===== config.mk =====
export PLATFORM = sky130hd
export DESIGN_NAME = alu8_core
export DESIGN_NICKNAME = d
export VERILOG_FILES = /design/src/rtl/alu8_pkg.sv /design/src/rtl/alu8_arith.sv /design/src/rtl/alu8_logic.sv /design/src/rtl/alu8_wide.sv /design/src/rtl/alu8_core.sv
export SDC_FILE = /design/constraint.sdc
export NUM_CORES = 1
export LEC_CHECK = 0
export BUFFER_PORTS_ARGS = -buffer_cell sky130_fd_sc_hd__buf_4
export CELL_PAD_IN_SITES_DETAIL_PLACEMENT = 0
export CELL_PAD_IN_SITES_GLOBAL_PLACEMENT = 1
export CORE_ASPECT_RATIO = 0.8
export CORE_UTILIZATION = 35
export DETAILED_ROUTE_END_ITERATION = 8
export GPL_TIMING_DRIVEN = 0
export PLACE_DENSITY_LB_ADDON = 0.2
export RECOVER_POWER = 100
export SYNTH_ARGS = -nofsm -noshare
export SYNTH_HDL_FRONTEND = slang
export SYNTH_SLANG_ARGS = --single-unit

===== constraint.sdc =====
create_clock -name clk -period 10.46 [get_ports clk]
set_clock_uncertainty 0.2 [all_clocks]
set_input_delay 1.569 -clock clk [delete_from_list [all_inputs] [get_ports clk]]
set_output_delay 1.569 -clock clk [all_outputs]
set_load 0.05 [all_outputs]

===== src/rtl/alu8_pkg.sv =====
`timescale 1ns/1ps
package alu8_pkg;
  localparam int FLAG_W = 5;
  localparam int FL_CY  = 0;
  localparam int FL_P   = 1;
  localparam int FL_AC  = 2;
  localparam int FL_Z   = 3;
  localparam int FL_S   = 4;
  localparam int OP_W   = 5;

  typedef enum logic [OP_W-1:0] {
    OP_ADD = 5'd0,  OP_ADC = 5'd1,  OP_SUB = 5'd2,  OP_SBB = 5'd3,
    OP_INC = 5'd4,  OP_DEC = 5'd5,  OP_CMP = 5'd6,  OP_AND = 5'd7,
    OP_OR  = 5'd8,  OP_XOR = 5'd9,  OP_RLC = 5'd10, OP_RAL = 5'd11,
    OP_RAR = 5'd12, OP_CMA = 5'd13, OP_CMC = 5'd14, OP_STC = 5'd15,
    OP_DAD = 5'd16, OP_INX = 5'd17, OP_DCX = 5'd18
  } alu_op_e;
endpackage


===== src/rtl/alu8_arith.sv =====
`timescale 1ns/1ps
module alu8_arith
  import alu8_pkg::*;
#(
  parameter int DW = 8
) (
  input  alu_op_e       op,
  input  logic [DW-1:0] a,
  input  logic [DW-1:0] b,
  input  logic          cy_in,
  output logic [DW-1:0] res,
  output logic          cy_out,
  output logic          ac_out
);
  localparam int HW = DW / 2;

  logic [DW-1:0] x;
  logic          cin;
  logic          sub;
  logic [DW:0]   full;
  logic [HW:0]   low;

  always_comb begin
    x   = b;
    cin = 1'b0;
    sub = 1'b0;
    case (op)
      OP_ADC: cin = cy_in;
      OP_SUB: sub = 1'b1;
      OP_SBB: begin sub = 1'b1; cin = cy_in; end
      OP_CMP: sub = 1'b1;
      OP_INC: x = {{(DW-1){1'b0}}, 1'b1};
      OP_DEC: begin x = {{(DW-1){1'b0}}, 1'b1}; sub = 1'b1; end
      default: ;
    endcase
    if (sub) begin
      full = {1'b0, a} - {1'b0, x} - (DW+1)'(cin);
      low  = {1'b0, a[HW-1:0]} - {1'b0, x[HW-1:0]} - (HW+1)'(cin);
    end else begin
      full = {1'b0, a} + {1'b0, x} + (DW+1)'(cin);
      low  = {1'b0, a[HW-1:0]} + {1'b0, x[HW-1:0]} + (HW+1)'(cin);
    end
    res    = full[DW-1:0];
    cy_out = full[DW];
    ac_out = low[HW];
  end
endmodule


===== src/rtl/alu8_logic.sv =====
`timescale 1ns/1ps
module alu8_logic
  import alu8_pkg::*;
#(
  parameter int DW = 8
) (
  input  alu_op_e       op,
  input  logic [DW-1:0] a,
  input  logic [DW-1:0] b,
  input  logic          cy_in,
  output logic [DW-1:0] res,
  output logic          cy_out,
  output logic          ac_out
);
  always_comb begin
    res    = a;
    cy_out = cy_in;
    ac_out = 1'b0;
    case (op)
      OP_AND: begin res = a & b; cy_out = 1'b0; ac_out = 1'b1; end
      OP_OR:  begin res = a | b; cy_out = 1'b0; end
      OP_XOR: begin res = a ^ b; cy_out = 1'b0; end
      OP_RLC: begin res = {a[DW-2:0], a[DW-1]}; cy_out = a[DW-1]; end
      OP_RAL: begin res = {a[DW-2:0], cy_in};   cy_out = a[DW-1]; end
      OP_RAR: begin res = {cy_in, a[DW-1:1]};   cy_out = a[0];    end
      OP_CMA: res = ~a;
      OP_CMC: cy_out = ~cy_in;
      OP_STC: cy_out = 1'b1;
      default: ;
    endcase
  end
endmodule


===== src/rtl/alu8_wide.sv =====
`timescale 1ns/1ps
module alu8_wide
  import alu8_pkg::*;
#(
  parameter int WW = 16
) (
  input  alu_op_e       op,
  input  logic [WW-1:0] hl,
  input  logic [WW-1:0] pair,
  output logic [WW-1:0] res,
  output logic          cy_out
);
  logic [WW:0] sum;

  always_comb begin
    sum    = {1'b0, hl} + {1'b0, pair};
    res    = hl;
    cy_out = 1'b0;
    case (op)
      OP_DAD: begin res = sum[WW-1:0]; cy_out = sum[WW]; end
      OP_INX: res = pair + WW'(1);
      OP_DCX: res = pair - WW'(1);
      default: ;
    endcase
  end
endmodule


===== src/rtl/alu8_core.sv =====
`timescale 1ns/1ps
module alu8_core
  import alu8_pkg::*;
#(
  parameter int DW = 8,
  parameter int WW = 16
) (
  input  logic              clk,
  input  logic              rst,
  input  logic              op_valid,
  input  logic [OP_W-1:0]   op_code,
  input  logic [DW-1:0]     acc_in,
  input  logic [DW-1:0]     opnd_in,
  input  logic [FLAG_W-1:0] flags_in,
  input  logic [WW-1:0]     hl_in,
  input  logic [WW-1:0]     pair_in,
  output logic [DW-1:0]     acc_out,
  output logic [FLAG_W-1:0] flg_out,
  output logic [WW-1:0]     wide_out,
  output logic              res_valid
);
  alu_op_e       op;
  logic [DW-1:0] ar_res, lg_res;
  logic          ar_cy, ar_ac, lg_cy, lg_ac, wd_cy;
  logic [WW-1:0] wd_res;

  logic [DW-1:0]     nxt_acc;
  logic [FLAG_W-1:0] nxt_fl;
  logic [WW-1:0]     nxt_wide;

  assign op = alu_op_e'(op_code);

  alu8_arith #(.DW(DW)) u_arith (
    .op(op), .a(acc_in), .b(opnd_in), .cy_in(flags_in[FL_CY]),
    .res(ar_res), .cy_out(ar_cy), .ac_out(ar_ac)
  );

  alu8_logic #(.DW(DW)) u_logic (
    .op(op), .a(acc_in), .b(opnd_in), .cy_in(flags_in[FL_CY]),
    .res(lg_res), .cy_out(lg_cy), .ac_out(lg_ac)
  );

  alu8_wide #(.WW(WW)) u_wide (
    .op(op), .hl(hl_in), .pair(pair_in), .res(wd_res), .cy_out(wd_cy)
  );

  function automatic logic [FLAG_W-1:0] make_flags(
    input logic [DW-1:0] r, input logic cy, input logic ac);
    logic [FLAG_W-1:0] f;
    f        = '0;
    f[FL_CY] = cy;
    f[FL_P]  = ~^r;
    f[FL_AC] = ac;
    f[FL_Z]  = (r == '0);
    f[FL_S]  = r[DW-1];
    return f;
  endfunction

  always_comb begin
    nxt_acc  = acc_in;
    nxt_fl   = flags_in;
    nxt_wide = hl_in;
    case (op)
      OP_ADD, OP_ADC, OP_SUB, OP_SBB: begin
        nxt_acc = ar_res;
        nxt_fl  = make_flags(ar_res, ar_cy, ar_ac);
      end
      OP_INC, OP_DEC: begin
        nxt_acc = ar_res;
        nxt_fl  = make_flags(ar_res, flags_in[FL_CY], ar_ac);
      end
      OP_CMP: nxt_fl = make_flags(ar_res, ar_cy, ar_ac);
      OP_AND, OP_OR, OP_XOR: begin
        nxt_acc = lg_res;
        nxt_fl  = make_flags(lg_res, lg_cy, lg_ac);
      end
      OP_RLC, OP_RAL, OP_RAR, OP_CMC, OP_STC: begin
        nxt_acc        = lg_res;
        nxt_fl[FL_CY]  = lg_cy;
      end
      OP_CMA: nxt_acc = lg_res;
      OP_DAD: begin
        nxt_wide      = wd_res;
        nxt_fl[FL_CY] = wd_cy;
      end
      OP_INX, OP_DCX: nxt_wide = wd_res;
      default: ;
    endcase
  end

  always_ff @(posedge clk) begin
    if (rst) begin
      acc_out   <= '0;
      flg_out   <= '0;
      wide_out  <= '0;
      res_valid <= 1'b0;
    end else begin
      res_valid <= op_valid;
      if (op_valid) begin
        acc_out  <= nxt_acc;
        flg_out  <= nxt_fl;
        wide_out <= nxt_wide;
      end
    end
  end
endmodule


After elaboration in Yosys (flattened, before gate mapping)
Cells that the tools add are included.
{ "word_totals": {"reg_bits": 30} }
{ "classes": {"add_sub_neg": 11, "n_eq_ne": 18, "mux": 13, "bitwise": 5, "reduce_logical": 16} }
{ "ops": {"columns": ["op", "count"], "rows": [
  ["one-hot mux 8 bit (7 select lines)", 1],
  ["one-hot mux 16 bit (3 select lines)", 1],
  ["equality test 5 x 4 -> 1 bit (second input constant)", 8],
  ["equality test 5 x 3 -> 1 bit (second input constant)", 4],
  ["adder 16 x 16 -> 17 bit", 1],
  ["adder 16 x 1 -> 16 bit (second input constant)", 1],
  ["zero test 8 bit", 2],
  ["2-to-1 mux 16 bit", 1],
  ["one-hot mux 8 bit (2 select lines)", 1],
  ["XNOR reduction 8 bit", 2],
  ["subtractor 16 x 1 -> 16 bit (second input constant)", 1],
  ["equality test 5 bit (second input constant)", 3],
  ["equality test 5 x 2 -> 1 bit (second input constant)", 2],
  ["adder 8 x 8 -> 9 bit", 1],
  ["adder 9 x 1 -> 9 bit", 1],
  ["2-to-1 mux 9 bit", 1],
  ["OR reduction 9 bit", 1],
  ["subtractor 8 x 8 -> 9 bit", 1],
  ["subtractor 9 x 1 -> 9 bit", 1],
  ["AND 8 bit", 1],
  ["2-to-1 mux 8 bit", 1],
  ["inverter 8 bit", 1],
  ["OR 8 bit", 1],
  ["one-hot mux 4 bit (2 select lines)", 1],
  ["19 further kinds", 24]
]} }

Logic depth before layout (Yosys ltp)
Gate-level depths: netlist (run 1).
{ "logic_depth": {"ltp_word": 8, "depth_mapped": 19, "depth_no_buf": 17} }

By module
A second synthesis (run 1) with hierarchy kept.
{ "unflattened": {"hier_cells": 724, "area_unflattened_um2": 5561.6} }
{ "modules_own_cells": {"columns": ["mod", "instances", "cells_each", "area_per_inst_um2", "seq_area_each_um2"], "rows": [
  ["alu8_wide", 1, 263, 1901.8, 0.0],
  ["alu8_core", 1, 202, 1784.2, 600.6],
  ["alu8_arith", 1, 139, 1038.5, 0.0],
  ["alu8_logic", 1, 120, 837.1, 0.0]
]} }

Least setup slack after synthesis (run 1)
OpenSTA, ideal clock, no wires.
{ "synth_timing": {"kind": "input -> register", "from": "input port op_code[2]", "to": "register flg_out[1]", "setup_time_ns": 0.127, "t_arrival_ns": 5.013, "setup_slack_ns": 5.120, "stages": 18, "path_cell_list": "buf_2 nor2b_1 and2_1 clkbuf_1 or2_2 fa_1 inv_1 ha_1 o21ai_0 a211oi_2 xor2_1 o21ai_0 ha_1 xnor2_1 xnor2_1 xnor2_1 nor2_1 or3b_1"} }
{ "synth_via": {"elab_chain_len": 8, "word_cells_on_any_way": 31, "classes_between": "add/sub (4); eq/ne (13); mux (6); reduce/logical (8)"} }
{ "synth_lines": {"columns": ["element", "line", "source"], "rows": [
  ["start: declaration", "alu8_core.sv:11", "input logic [OP_W-1:0] op_code,"],
  ["equality test 5 x 3 -> 1 bit", "alu8_arith.sv:27, alu8_core.sv:63", null],
  ["OR reduction 2 bit (no line)", null, null],
  ["2-to-1 mux 8 bit", "alu8_arith.sv:27", "case (op)"],
  ["adder 8 x 8 -> 9 bit or subtractor 8 x 8 -> 9 bit (tied branches)", "alu8_arith.sv:40, alu8_arith.sv:37", null],
  ["adder 9 x 1 -> 9 bit or subtractor 9 x 1 -> 9 bit (tied branches)", "alu8_arith.sv:40, alu8_arith.sv:37", null],
  ["2-to-1 mux 9 bit", "alu8_arith.sv:36", "if (sub) begin"],
  ["XNOR reduction 8 bit", "alu8_core.sv:52", "f[FL_P] = ~^r;"],
  ["one-hot mux 4 bit (2 select lines) (*)", "alu8_core.sv:63", "case (op)"],
  ["end signal: assignment", "alu8_core.sv:101", "flg_out <= nxt_fl;"],
  ["end: declaration", "alu8_core.sv:18", "output logic [FLAG_W-1:0] flg_out,"]
]} }
Every way passes the cells marked *; elsewhere a longest branch is shown, timed or not.
A chain may end at the register's enable or synchronous reset.

Final worst setup path (run 1)
{ "layout_timing": {"from": "input port op_code[1]", "to": "register flg_out[1]"} }
The elaborated chain is that of the path after synthesis.

==> results of run 1 <==
==> where the power goes <==
part | internal [mW] | switching [mW]
Clock | 0.0868 | 0.0504
Combinational | 0.116 | 0.188
Sequential | 0.124 | 0.00660
Total | 0.326 | 0.245
==> layout make-up <==
class	instances	area share, %
buffer	26	2.09
clock buffer	7	2.30
inverter	42	2.74
multi-input combinational	568	69.3
sequential	30	10.4
tap	180	3.91
timing repair buffer	87	9.26
==> synth_stat cells, types with 3 or more instances <==
cell        n
a211oi_1   11
a211oi_2    3
a21o_1      8
a21oi_1    51
a221oi_1    4
a22o_1      5
a22oi_1     9
a2bb2oi_1   3
a311oi_1    8
a31oi_1     8
and2_1      7
and3_1      9
buf_2       7
clkbuf_1   16
dfxtp_1    30
fa_1        6
ha_1       74
inv_1      42
mux2i_1     8
nand2_1    54
nand2b_1   12
nand3_1    17
nand3b_1    8
nand4_1     6
nor2_1     80
nor2b_1     5
nor3_1     22
o2111ai_1   5
o211a_1     3
o211ai_1    9
o21a_1      3
o21ai_0    34
o21ai_1     7
o22ai_1     3
or2_2       3
or3_1       5
xnor2_1    28
xor2_1     12
==> registers in the layout, summed over array words and instances, names as in the netlist <==
signal,count
wide_out,16
acc_out,8
flg_out,5
res_valid,1
==> layer usage <==
metal | global-route usage, % | up-vias
met1 | 36.9 | 2492
li1 | - | 2613
met2 | 33.6 | 169
met4 | 3.21 | 0
met5 | 0 | -
met3 | 4.80 | 11
==> path summary, 6_finish.rpt <==
check              startpoint     endpoint  cells past startpoint
setup / recovery   op_code[1]   flg_out[1]                     19
hold / removal    wide_out[4]  wide_out[4]                      2
setup reg to reg   flg_out[1]   flg_out[1]                      5
hold reg to reg   wide_out[4]  wide_out[4]                      2
==> cell usage in the layout (no fill, tap or decap), types with 8 or more instances in the layout <==
master,synthesis,final
nand3b_1,8,8
o211ai_1,9,9
nor2_1,80,80
mux2i_1,8,9
a21oi_1,51,52
a211oi_1,11,14
dfxtp_1,30,30
a22oi_1,9,9
nand2b_1,12,12
nand3_1,17,17
xnor2_1,28,28
ha_1,74,74
o21ai_0,34,37
a21o_1,8,8
buf_4,1,56
a311oi_1,8,8
xor2_1,12,12
nand2_1,54,54
nor3_1,22,22
and3_1,9,9
a31oi_1,8,8
inv_1,42,42
clkbuf_1,16,52
==> stage by stage <==
step	cells	setup slack [ns]	utilization [%]	power, mW
after global routing	940	3.83	42.3	0.609
final	940	4.14	42.3	0.571
after floorplan	666	5.12	-	0.349
after CTS	940	4.48	43.4	0.580
after detailed placement	933	4.20	42.4	0.442
after global placement	933	4.26	42.4	0.438
==> logic make-up after synthesis <==
| kind of cell | after synthesis | synth area share (%) |
|---|---|---|
| muxes | 11 | 2.61 |
| xor gates and xnor gates | 40 | 7.16 |
| DFF | 30 | 12.3 |
| buffers and inverters | 68 | 5.73 |
| and+or+nand+nor | 239 | 23.2 |
| adders and majority gates | 80 | 21.4 |
| AOI/OAI and AO/OA | 198 | 27.6 |
==> critical path, stage by stage <==
cell and delay [ns]:
clkbuf_1 0.22, clkbuf_1 0.35, nor2b_1 0.13, and2_1 0.17, clkbuf_1 0.22, or2_2 0.37, fa_1 0.51, inv_1 0.08
ha_1 0.14, o21ai_0 0.12, a211oi_1 0.54, xor2_1 0.13, o21ai_0 0.39, ha_1 0.32, xnor2_1 0.20, xnor2_1 0.19
xnor2_1 0.20, nor2_1 0.08, or3b_1 0.35
==> key figures, run 1 <==
Placement
  – Post-DP Area: 0.00577 mm²
  – IO Port Bufs: 87
  – Final weighted congestion in routability-driven placement: 0.924
  – Dpl hpwl: 14.0 mm

Clocking
  – CTS H-Tree Depth: 2
  – Sink Count: 30
  – Worst-path clk slew: 0.05 ns
  – CTS tree: done
  – Post_cts resized: 0
  – CTS max path bufs: 2
  – # hold bufs at CTS: 0
  – Post-CTS Setup Inserts: 0
  – CTS Buf Count: 5
  – Root buffer cell: clkbuf_16
  – Skew-Pair Late Insertion Delay: 0.28 ns

Final layout
  – Antenna diode count: 0
  – Nets: 901
  – Filler cells: 1490
  – P&R area growth vs syn: 17.7%
  – Finished Cell Area: 0.00576 mm²
  – Sequential Area: 601 µm²
  – Ratio of cells with drive above 1 in the final layout: 10.4%
  – Multi-input combinational cell area: 0.00399 mm²

Timing
  – Maximum clock frequency: 158 MHz
  – Hold slack final: 0.267 ns
  – Period Utilization, post-route: 60.4%
  – Setup TNS Final: 0 ns
  – Slew margin rel.: 38.1%
  – Final setup fails: 0
  – RSZ-0062 raised after global routing: false
  – Slew Limit Fails: 0
  – Final Critical Period: 6.32 ns
  – Tightest Pin Transition: 0.925 ns
  – Hold Violations, Final: 0

Drt
  – Routed WL per cell: 18.1 µm
  – Wl on met1: 9.04 mm
  – DR iter-0 viols: 403
  – Met2 wire len: 6.74 mm
  – Antenna-violating nets left: 0
  – Top sig layer: met4
  – Final wirelength: 17.0 mm
  – Total number of vias: 5285
  – Met3 WL: 1.10 mm
  – DRT Pass-1 Iters: 5
  – # DRC: 0
  – Vias per cell: 5.62

GRT
  – Initial antenna violation count: 0
  – First-pass GRT wire length: 26.5 mm
  – Total GRT Usage: 23.8%
  – GRT overflow: 0
  – Vias in the first global route: 4811
  – Largest net degree at the start of global routing: 17

Synthesis
  – Area fraction of the dominant cell type after synthesis: 18.9%
  – FF+latch count, synth: 30
  – Sequential share of the synthesized area: 12.3%
  – EDFF count, synth: 0
  – Mean Syn Cell Area: 7.34 µm²
  – Netlist Area Pre-Place: 0.00489 mm²
  – Ys flop type: dfxtp_1
  – Total number of yosys warnings: 0
  – Synth top area cells: ha_1 19%, dfxtp_1 12%, nor2_1 6.1%
  – Synth unique cells: 71
  – Syn_nets: 807
  – Synthesized instance count: 666
  – Area leader, netlist: ha_1
  – Post-synth ARST share: 0%

Critical path
  – Crit path max fanout: 10
  – Crit path launch type: input pin
  – Worst path arrival time: 6.28 ns
  – Worst reg2reg setup slack: 9.12 ns
  – CP required: 10.43 ns
  – Setup CP Type: input pin to flip-flop
  – Critical path capture point type: flip-flop

Power and ir drop
  – Pleak: 2.58 nW
  – Worst VDD drop: 0.0586 mV
  – PwrDens: 99.2 mW/mm²

Die
  – Starting density of the core: 36.0%
  – Die area: 0.0145 mm²
  – Placeable core area: 0.0136 mm²
  – Die height: 108 µm
  – Row count: 38
  – IO Pins: 91
  – Die Width: 134 µm

Hold path
  – Worst hold path type: flip-flop to flip-flop

Outcome
  – Status: completed

Flow run
  – Max Cap Viol: 0
Note: power is estimated with default switching activity, not from simulation.
==> run 2, diff against run 1 <==
Settings changed: ABC_AREA from default to 1.
Clock period 10.46 ns to 5.6 ns, I/O delays scaled along.
==> run 2 against run 1 <==
Compared with the run above: combinational power rose by 89%; sequential cell count is the same; via count is 12% higher; highest routed layer unchanged; hold slack got worse by 0.0046 ns.
==> key figures, run 2 <==
Power and ir drop
  – Switch Pwr: 0.486 mW (was 0.245 mW)
  – Power Total: 1.18 mW (was 0.571 mW)
  – PwrDens: 189 mW/mm² (was 99.2 mW/mm²)
  – Pleak: 3.24 nW (was 2.58 nW)
  – Sequential share of power: 20.2% (was 22.9%)
  – Int Pwr: 0.693 mW (was 0.326 mW)
  – Switching part of the total power: 41.2% (was 42.8%)
  – Worst VDD drop: 0.104 mV (was 0.0586 mV)
  – Logic pwr share: 48.7% (was 53.1%)
  – Clock share of power: 31.1% (was 24.0%)

Synthesis
  – Ys flop type: dfxtp_1 (unchanged)
  – Most common cell in the netlist: nand2_1 (was nor2_1)
  – Area leader, netlist: ha_1 (unchanged)
  – Total number of yosys warnings: 0 (unchanged)
  – Top cell types by occurrence after synthesis: 226 x nand2_1, 106 x inv_1, 91 x nand3_1 (was 80 x nor2_1, 74 x ha_1, 54 x nand2_1)
  – Synth top area cells: ha_1 18%, nand2_1 16%, dfxtp_1 11% (was ha_1 19%, dfxtp_1 12%, nor2_1 6.1%)
  – EDFF count, synth: 0 (unchanged)
  – Syn_nets: 1009 (was 807)
  – FF+latch count, synth: 30 (unchanged)
  – Mean Syn Cell Area: 6.09 µm² (was 7.34 µm²)
  – Synth unique cells: 56 (was 71)
  – Synthesized instance count: 868 (was 666)
  – Sequential share of the synthesized area: 11.4% (was 12.3%)
  – Post-synth ARST share: 0% (unchanged)
  – Netlist Area Pre-Place: 0.00529 mm² (was 0.00489 mm²)
  – Area fraction of the dominant cell type after synthesis: 17.5% (was 18.9%)

Clocking
  – Post_cts resized: 0 (unchanged)
  – Root buffer cell: clkbuf_16 (unchanged)
  – Sink Count: 30 (unchanged)
  – Skew-Pair Late Insertion Delay: 0.27 ns (was 0.28 ns)
  – Post-CTS Setup Inserts: 0 (unchanged)
  – Worst-path clk slew: 0.05 ns (about the same)
  – CTS max path bufs: 2 (unchanged)
  – CTS H-Tree Depth: 2 (unchanged)
  – CTS tree: done (unchanged)
  – CTS Buf Count: 5 (unchanged)
  – # hold bufs at CTS: 0 (unchanged)

Drt
  – Vias per cell: 5.18 (was 5.62)
  – Total number of vias: 5943 (was 5285)
  – Routed WL per cell: 16.3 µm (was 18.1 µm)
  – # DRC: 0 (unchanged)
  – Final wirelength: 18.7 mm (was 17.0 mm)
  – DRT Pass-1 Iters: 5 (unchanged)
  – Antenna-violating nets left: 0 (unchanged)
  – DR iter-0 viols: 407 (was 403)

Die
  – Die Width: 139 µm (was 134 µm)
  – Starting density of the core: 36.5% (was 36.0%)
  – Row count: 39 (was 38)
  – Die height: 112 µm (was 108 µm)
  – Die area: 0.0156 mm² (was 0.0145 mm²)
  – Placeable core area: 0.0145 mm² (was 0.0136 mm²)
  – IO Pins: 91 (unchanged)

Final layout
  – Most common cell after layout, fill and taps aside: nand2_1 (was nor2_1)
  – Largest Register: wide_out (unchanged)
  – Top flop regs: wide_out (16), acc_out (8), flg_out (5) (unchanged)
  – Antenna diode count: 0 (unchanged)
  – Most frequent cells in the layout: 227 x nand2_1, 107 x inv_1, 92 x nand3_1, 75 x a21oi_1, 74 x ha_1 (was 80 x nor2_1, 74 x ha_1, 56 x buf_4, 54 x nand2_1)
  – Nets: 1103 (was 901)
  – Ratio of cells with drive above 1 in the final layout: 12.0% (was 10.4%)
  – P&R area growth vs syn: 17.9% (was 17.7%)
  – Max FFs per register: 16 (unchanged)
  – Finished Cell Area: 0.00624 mm² (was 0.00576 mm²)

Timing
  – Hold Violations, Final: 0 (unchanged)
  – Tightest Pin Transition: 0.906 ns (was 0.925 ns)
  – Slew Limit Fails: 0 (unchanged)
  – Maximum clock frequency: 205 MHz
  – RSZ-0062 raised after global routing: false (unchanged)
  – Final setup fails: 0 (unchanged)
  – Period Utilization, post-route: 87.0%
  – Hold slack final: 0.263 ns (was 0.267 ns)
  – Slew margin rel.: 39.2% (was 38.1%)
  – Setup TNS Final: 0 ns (unchanged)
  – Setup ws final: 0.727 ns (was 4.14 ns)
  – Final Critical Period: 4.87 ns

Critical path
  – Worst r2r dst: acc_out[7] (was flg_out[1])
  – CP required: 5.61 ns (was 10.43 ns)
  – Critical path capture point type: flip-flop (unchanged)
  – Setup CP Type: input pin to flip-flop (unchanged)
  – Reg-to-reg startpoint: acc_out[7] (was flg_out[1])
  – Worst reg2reg setup slack: 4.71 ns (was 9.12 ns)
  – Worst R2R Path Depth: 4 (was 5)
  – Critical Path End: flg_out[1] (unchanged)
  – Crit path launch type: input pin (unchanged)
  – Crit path from: op_code[3] (was op_code[1])
  – Worst path arrival time: 4.88 ns (was 6.28 ns)
  – Crit path max fanout: 8 (was 10)

Placement
  – Final weighted congestion in routability-driven placement: 0.859 (was 0.924)
  – Setup WS pre-CTS: 0.537 ns (was 4.20 ns)
  – Dpl hpwl: 16.1 mm (was 14.0 mm)
  – Post-DP Area: 0.00617 mm² (was 0.00577 mm²)
  – IO Port Bufs: 87 (unchanged)

GRT
  – Vias in the first global route: 5292 (was 4811)
  – Total GRT Usage: 23.9% (was 23.8%)
  – Initial antenna violation count: 0 (unchanged)
  – GRT overflow: 0 (unchanged)
  – First-pass GRT wire length: 29.1 mm (was 26.5 mm)
  – Largest net degree at the start of global routing: 16 (was 17)

Hold path
  – Worst hold path type: flip-flop to flip-flop (unchanged)

Flow run
  – Max Cap Viol: 0 (unchanged)

Outcome
  – Status: completed (unchanged)
-- run 2: cell count changes after synthesis, sizes merged, moves of 10 or more --
cell / before / now
nand2: 54 / 232
nand3: 17 / 97
inv: 42 / 115
a21oi: 52 / 77
xnor2: 28 / 7
nor3: 22 / 7
o21ai: 42 / 56
a211oi: 14 / 1
nand2b: 12 / 0
clkbuf: 16 / 6
-- run 2: cell families after synthesis --
logic type	synth area share, %
multiplexers	0.189
buffers and inverters	9.77
AND/OR/NAND/NOR	39.1
AO/OA/AOI/OAI	17.7
flip-flops	11.4
XOR/XNOR	2.15
adder cells (fa/ha/maj)	19.8
-- run 2: worst max-delay path: stages --
cell,delay (ns)
clkbuf_1,0.12
nor2_1,0.28
inv_1,0.16
nor3_1,0.72
nor2_1,0.29
inv_1,0.15
fa_1,0.47
inv_1,0.10
ha_1,0.14
inv_1,0.04
nand2_1,0.07
a21oi_1,0.09
or2_2,0.28
nand3_1,0.09
nand2_1,0.07
ha_1,0.28
xnor2_1,0.18
xnor2_1,0.17
inv_1,0.06
nand3_1,0.08
nand3_1,0.08
a21oi_1,0.13
-- run 2: routing by layer --
layer | wire [µm] | track usage [%]
met1 | 10700 | 39.6
met2 | 6520 | 30.8
met3 | 1400 | 4.65
met4 | 107 | 3.19
met5 | 0 | 0
-- run 2: layout make-up --
cell class / instances / area, µm²
clock buffers: 6 / 139
fillers: 1633 / 8260
well taps: 184 / 230
repair buffers: 87 / 537
multi-input cells: 708 / 4160
plain buffers: 14 / 73.8
flip-flops and latches: 30 / 601
inverters: 116 / 439
clock inverters: 2 / 60.1
-- run 2: how the worst min path moves through the flow --
stage | from | to | slack, ns | cells past startpoint
floorplan | flg_out[2] | flg_out[2] | 0.49 | 2
global placement | flg_out[2] | flg_out[2] | 0.25 | 2
detailed placement | wide_out[14] | wide_out[14] | 0.26 | 2
CTS | wide_out[14] | wide_out[14] | 0.27 | 2
global route | wide_out[14] | wide_out[14] | 0.28 | 2
finish | wide_out[12] | wide_out[12] | 0.26 | 2
-- run 2: stage by stage --
step | util [%] | std cells
after CTS | 44.0 | 1147
after floorplan | - | 868
after global routing | 43.0 | 1147
after global placement | 42.6 | 1139
after detailed placement | 42.6 | 1139
final | 43.0 | 1147
-- run 2: power by group through the flow --
stage | clock network [mW] | logic, mW | registers, mW
2_1_floorplan | 0 | 0.353 | 0.296
3_3_place_gp | 0 | 0.584 | 0.243
3_5_place_dp | 0 | 0.583 | 0.243
4_1_cts | 0.372 | 0.585 | 0.239
5_1_grt | 0.380 | 0.638 | 0.240
6_report | 0.366 | 0.574 | 0.239
==> run 3, diff against run 2 <==
Settings changed: GPL_TIMING_DRIVEN 0 to default.
Clock period 5.6 ns to 4.3 ns, I/O delays scaled along.
==> run 3 against run 2 <==
Compared with the run above: the run now ends with max-capacitance violations, max-slew violations left; critical path depth fell by 2; final cell count decreased by 0.61%; first-iteration DRC count up 13%; via count increased by 1.3%; combinational power up 31%; total power rose by 20%; largest power group unchanged; highest routed layer unchanged.
==> key figures, run 3 (same netlist as run 2, synthesis figures left out) <==
GRT
  – Vias in the first global route: 5337 (was 5292)
  – GRT overflow: 0 (unchanged)
  – GRT Max-Usage Layer: met1 (unchanged)
  – Met3 GRT Util: 2.58% (was 4.65%)
  – Largest net degree at the start of global routing: 39 (was 16)
  – First-pass GRT wire length: 29.6 mm (was 29.1 mm)
  – Initial antenna violation count: 0 (unchanged)
  – M2 GR Usage: 31.3% (was 30.8%)
  – Met1 Track Usage GR: 41.5% (was 39.6%)
  – Total GRT Usage: 24.2% (was 23.9%)

Timing
  – Final setup fails: 0 (unchanged)
  – Setup TNS Final: 0 ns (unchanged)
  – Hold Violations, Final: 0 (unchanged)
  – Slew margin rel.: -10.4% (was 39.2%)
  – Slew Limit Fails: 39 (was 0)
  – Final Critical Period: 3.76 ns
  – Period Utilization, post-route: 87.4%
  – Maximum clock frequency: 266 MHz
  – RSZ-0062 raised after global routing: false (unchanged)
  – Tightest Pin Transition: 1.66 ns (was 0.906 ns)

Clocking
  – Root buffer cell: clkbuf_16 (unchanged)
  – Worst-path clk slew: 0.05 ns (about the same)
  – Skew-Pair Late Insertion Delay: 0.27 ns (about the same)
  – CTS tree: done (unchanged)
  – Sink Count: 30 (unchanged)
  – CTS Buf Count: 5 (unchanged)
  – CTS max path bufs: 2 (unchanged)
  – CTS H-Tree Depth: 2 (unchanged)
  – Post-CTS Setup Inserts: 0 (unchanged)
  – # hold bufs at CTS: 0 (unchanged)
  – Post_cts resized: 0 (unchanged)

Power and ir drop
  – Switching part of the total power: 44.6% (was 41.2%)
  – Sequential share of power: 21.9% (was 20.2%)
  – Int Pwr: 0.785 mW (was 0.693 mW)
  – Switch Pwr: 0.633 mW (was 0.486 mW)
  – Pleak: 3.21 nW (was 3.24 nW)
  – Logic pwr share: 53.0% (was 48.7%)
  – Clock share of power: 25.2% (was 31.1%)
  – Worst VDD drop: 0.140 mV (was 0.104 mV)
  – PwrDens: 230 mW/mm² (was 189 mW/mm²)

Die
  – Starting density of the core: 36.5% (unchanged)
  – Die height: 112 µm (unchanged)
  – Die Width: 139 µm (unchanged)
  – Placeable core area: 0.0145 mm² (unchanged)
  – IO Pins: 91 (unchanged)
  – Die area: 0.0156 mm² (unchanged)
  – Row count: 39 (unchanged)

Critical path
  – Crit path max fanout: 4 (was 8)
  – Crit path launch type: input pin (unchanged)
  – CP peak stage delay: 0.53 ns (was 0.72 ns)
  – Critical Path End: flg_out[1] (unchanged)
  – Crit path from: op_code[3] (unchanged)
  – Slowest CP cell: fa_1 (was nor3_1)
  – Critical path capture point type: flip-flop (unchanged)
  – Critical-path cell list: clkbuf_1 -> nor2_1 -> inv_1 -> nor4_1 -> fa_1 -> inv_1 -> ha_1 -> inv_1 -> nand2_1 -> a21oi_1 -> or2_2 -> nand3_1 -> nand2_1 -> ha_1 -> xnor2_1 -> xnor2_1 -> inv_1 -> nand3_1 -> nand3_1 -> a21oi_1 (was clkbuf_1 -> nor2_1 -> inv_1 -> nor3_1 -> nor2_1 -> inv_1 -> fa_1 -> inv_1 -> ha_1 -> inv_1 -> nand2_1 -> a21oi_1 -> or2_2 -> nand3_1 -> nand2_1 -> ha_1 -> xnor2_1 -> xnor2_1 -> inv_1 -> nand3_1 -> nand3_1 -> a21oi_1)
  – Worst R2R Path Depth: 2 (was 4)
  – CP bufs+invs: 5 (was 6)
  – Worst r2r dst: acc_out[3] (was acc_out[7])
  – Cell depth of the worst setup path: 20 (was 22)
  – Worst path arrival time: 3.76 ns (was 4.88 ns)
  – Worst path top cell family by delay: simple AND/OR/NAND/NOR gates (unchanged)
  – CP required: 4.30 ns (was 5.61 ns)
  – Worst reg2reg setup slack: 3.25 ns (was 4.71 ns)
  – Reg-to-reg startpoint: acc_out[3] (was acc_out[7])
  – Setup CP Type: input pin to flip-flop (unchanged)
  – Cell mode on critical path: inv_1 (unchanged)

Drt
  – DR iter-0 viols: 458 (was 407)
  – Vias per cell: 5.28 (was 5.18)
  – # DRC: 0 (unchanged)
  – Total number of vias: 6023 (was 5943)
  – Antenna-violating nets left: 0 (unchanged)
  – Routed WL per cell: 16.4 µm (was 16.3 µm)
  – Final wirelength: 18.7 mm (unchanged)
  – DRT Pass-1 Iters: 6 (was 5)

Placement
  – Final weighted congestion in routability-driven placement: 0.938 (was 0.859)
  – Dpl hpwl: 15.8 mm (was 16.1 mm)
  – IO Port Bufs: 90 (was 87)

Final layout
  – P&R area growth vs syn: 16.7% (was 17.9%)
  – Antenna diode count: 0 (unchanged)
  – Top flop regs: wide_out (16), acc_out (8), flg_out (5) (unchanged)
  – Nets: 1096 (was 1103)
  – Most frequent cells in the layout: 226 x nand2_1, 107 x inv_1, 91 x nand3_1, 75 x a21oi_1, 74 x ha_1 (was 227 x nand2_1, 107 x inv_1, 92 x nand3_1, 75 x a21oi_1, 74 x ha_1)
  – Ratio of cells with drive above 1 in the final layout: 12.4% (was 12.0%)
  – Largest Register: wide_out (unchanged)
  – Fin util: 42.6% (was 43.0%)
  – Most common cell after layout, fill and taps aside: nand2_1 (unchanged)
  – Max FFs per register: 16 (unchanged)
  – Filler cells: 1651 (was 1633)

Outcome
  – Failing checks: max-capacitance violations, max-slew violations
  – Status: finished, violations left (was completed)

Flow run
  – Max Cap Viol: 1 (was 0)

Hold path
  – Worst hold path type: flip-flop to flip-flop (unchanged)
  – Hold Path Cell Cnt: 2 (unchanged)
[run 3: changes by cell type in the layout (fill, tap and decap cells not counted), sizes merged]
cell and change:
clkinv +1, clkbuf -6, buf -1, clkinvlp +1
bufinv -2
[run 3: worst min path at each step]
| stage | start | endpoint | slack (ns) |
|---|---|---|---|
| floorplan | flg_out[2] | flg_out[2] | 0.49 |
| global placement | wide_out[12] | wide_out[12] | 0.26 |
| detailed placement | wide_out[11] | wide_out[11] | 0.26 |
| CTS | wide_out[11] | wide_out[11] | 0.27 |
| global route | wide_out[13] | wide_out[13] | 0.29 |
| finish | wide_out[11] | wide_out[11] | 0.26 |
[run 3: cell type report]
cell class	count	area, µm²	share of cell area, %
Sequential cell	30	601	9.73
Clock buffer	6	139	2.25
Clock inverter	2	12.5	0.203
Tap cell	184	230	3.73
Inverter	116	439	7.12
Multi-Input combinational cell	708	4160	67.5
Timing Repair Buffer	94	586	9.49
[run 3: power groups by stage]
stage / registers [mW] / clock network [mW] / logic [mW]
3_3_place_gp: 0.316 / 0 / 0.757
4_1_cts: 0.311 / 0.362 / 0.760
2_1_floorplan: 0.386 / 0 / 0.460
6_report: 0.310 / 0.357 / 0.751
3_5_place_dp: 0.316 / 0 / 0.757
5_1_grt: 0.313 / 0.376 / 0.838
[run 3: routing by layer]
layer  vias to the layer above  routed length [µm]
met5                         -                   0
li1                       3075                   -
met2                       193                6630
met4                         0                  93
met3                         7                1320
met1                      2748               10700
[run 3: through the flow]
stage	setup WS (ns)	std cells	power [mW]	instance area [µm²]	hold WS, ns
6_report	0.540	1140	1.42	6170	0.263
5_1_grt	0.187	1140	1.53	6170	0.289
4_1_cts	0.580	1140	1.43	6300	0.267
3_5_place_dp	0.292	1132	1.07	6150	0.259
3_3_place_gp	0.325	1132	1.07	6150	0.257
2_1_floorplan	0.214	868	0.846	5290	0.490
[run 3: worst register-to-register path: cells and delay by family (launching register included)]
family         cells  cell delay [ns]
flip-flops         1             0.32
AO/OA/AOI/OAI      2             0.32
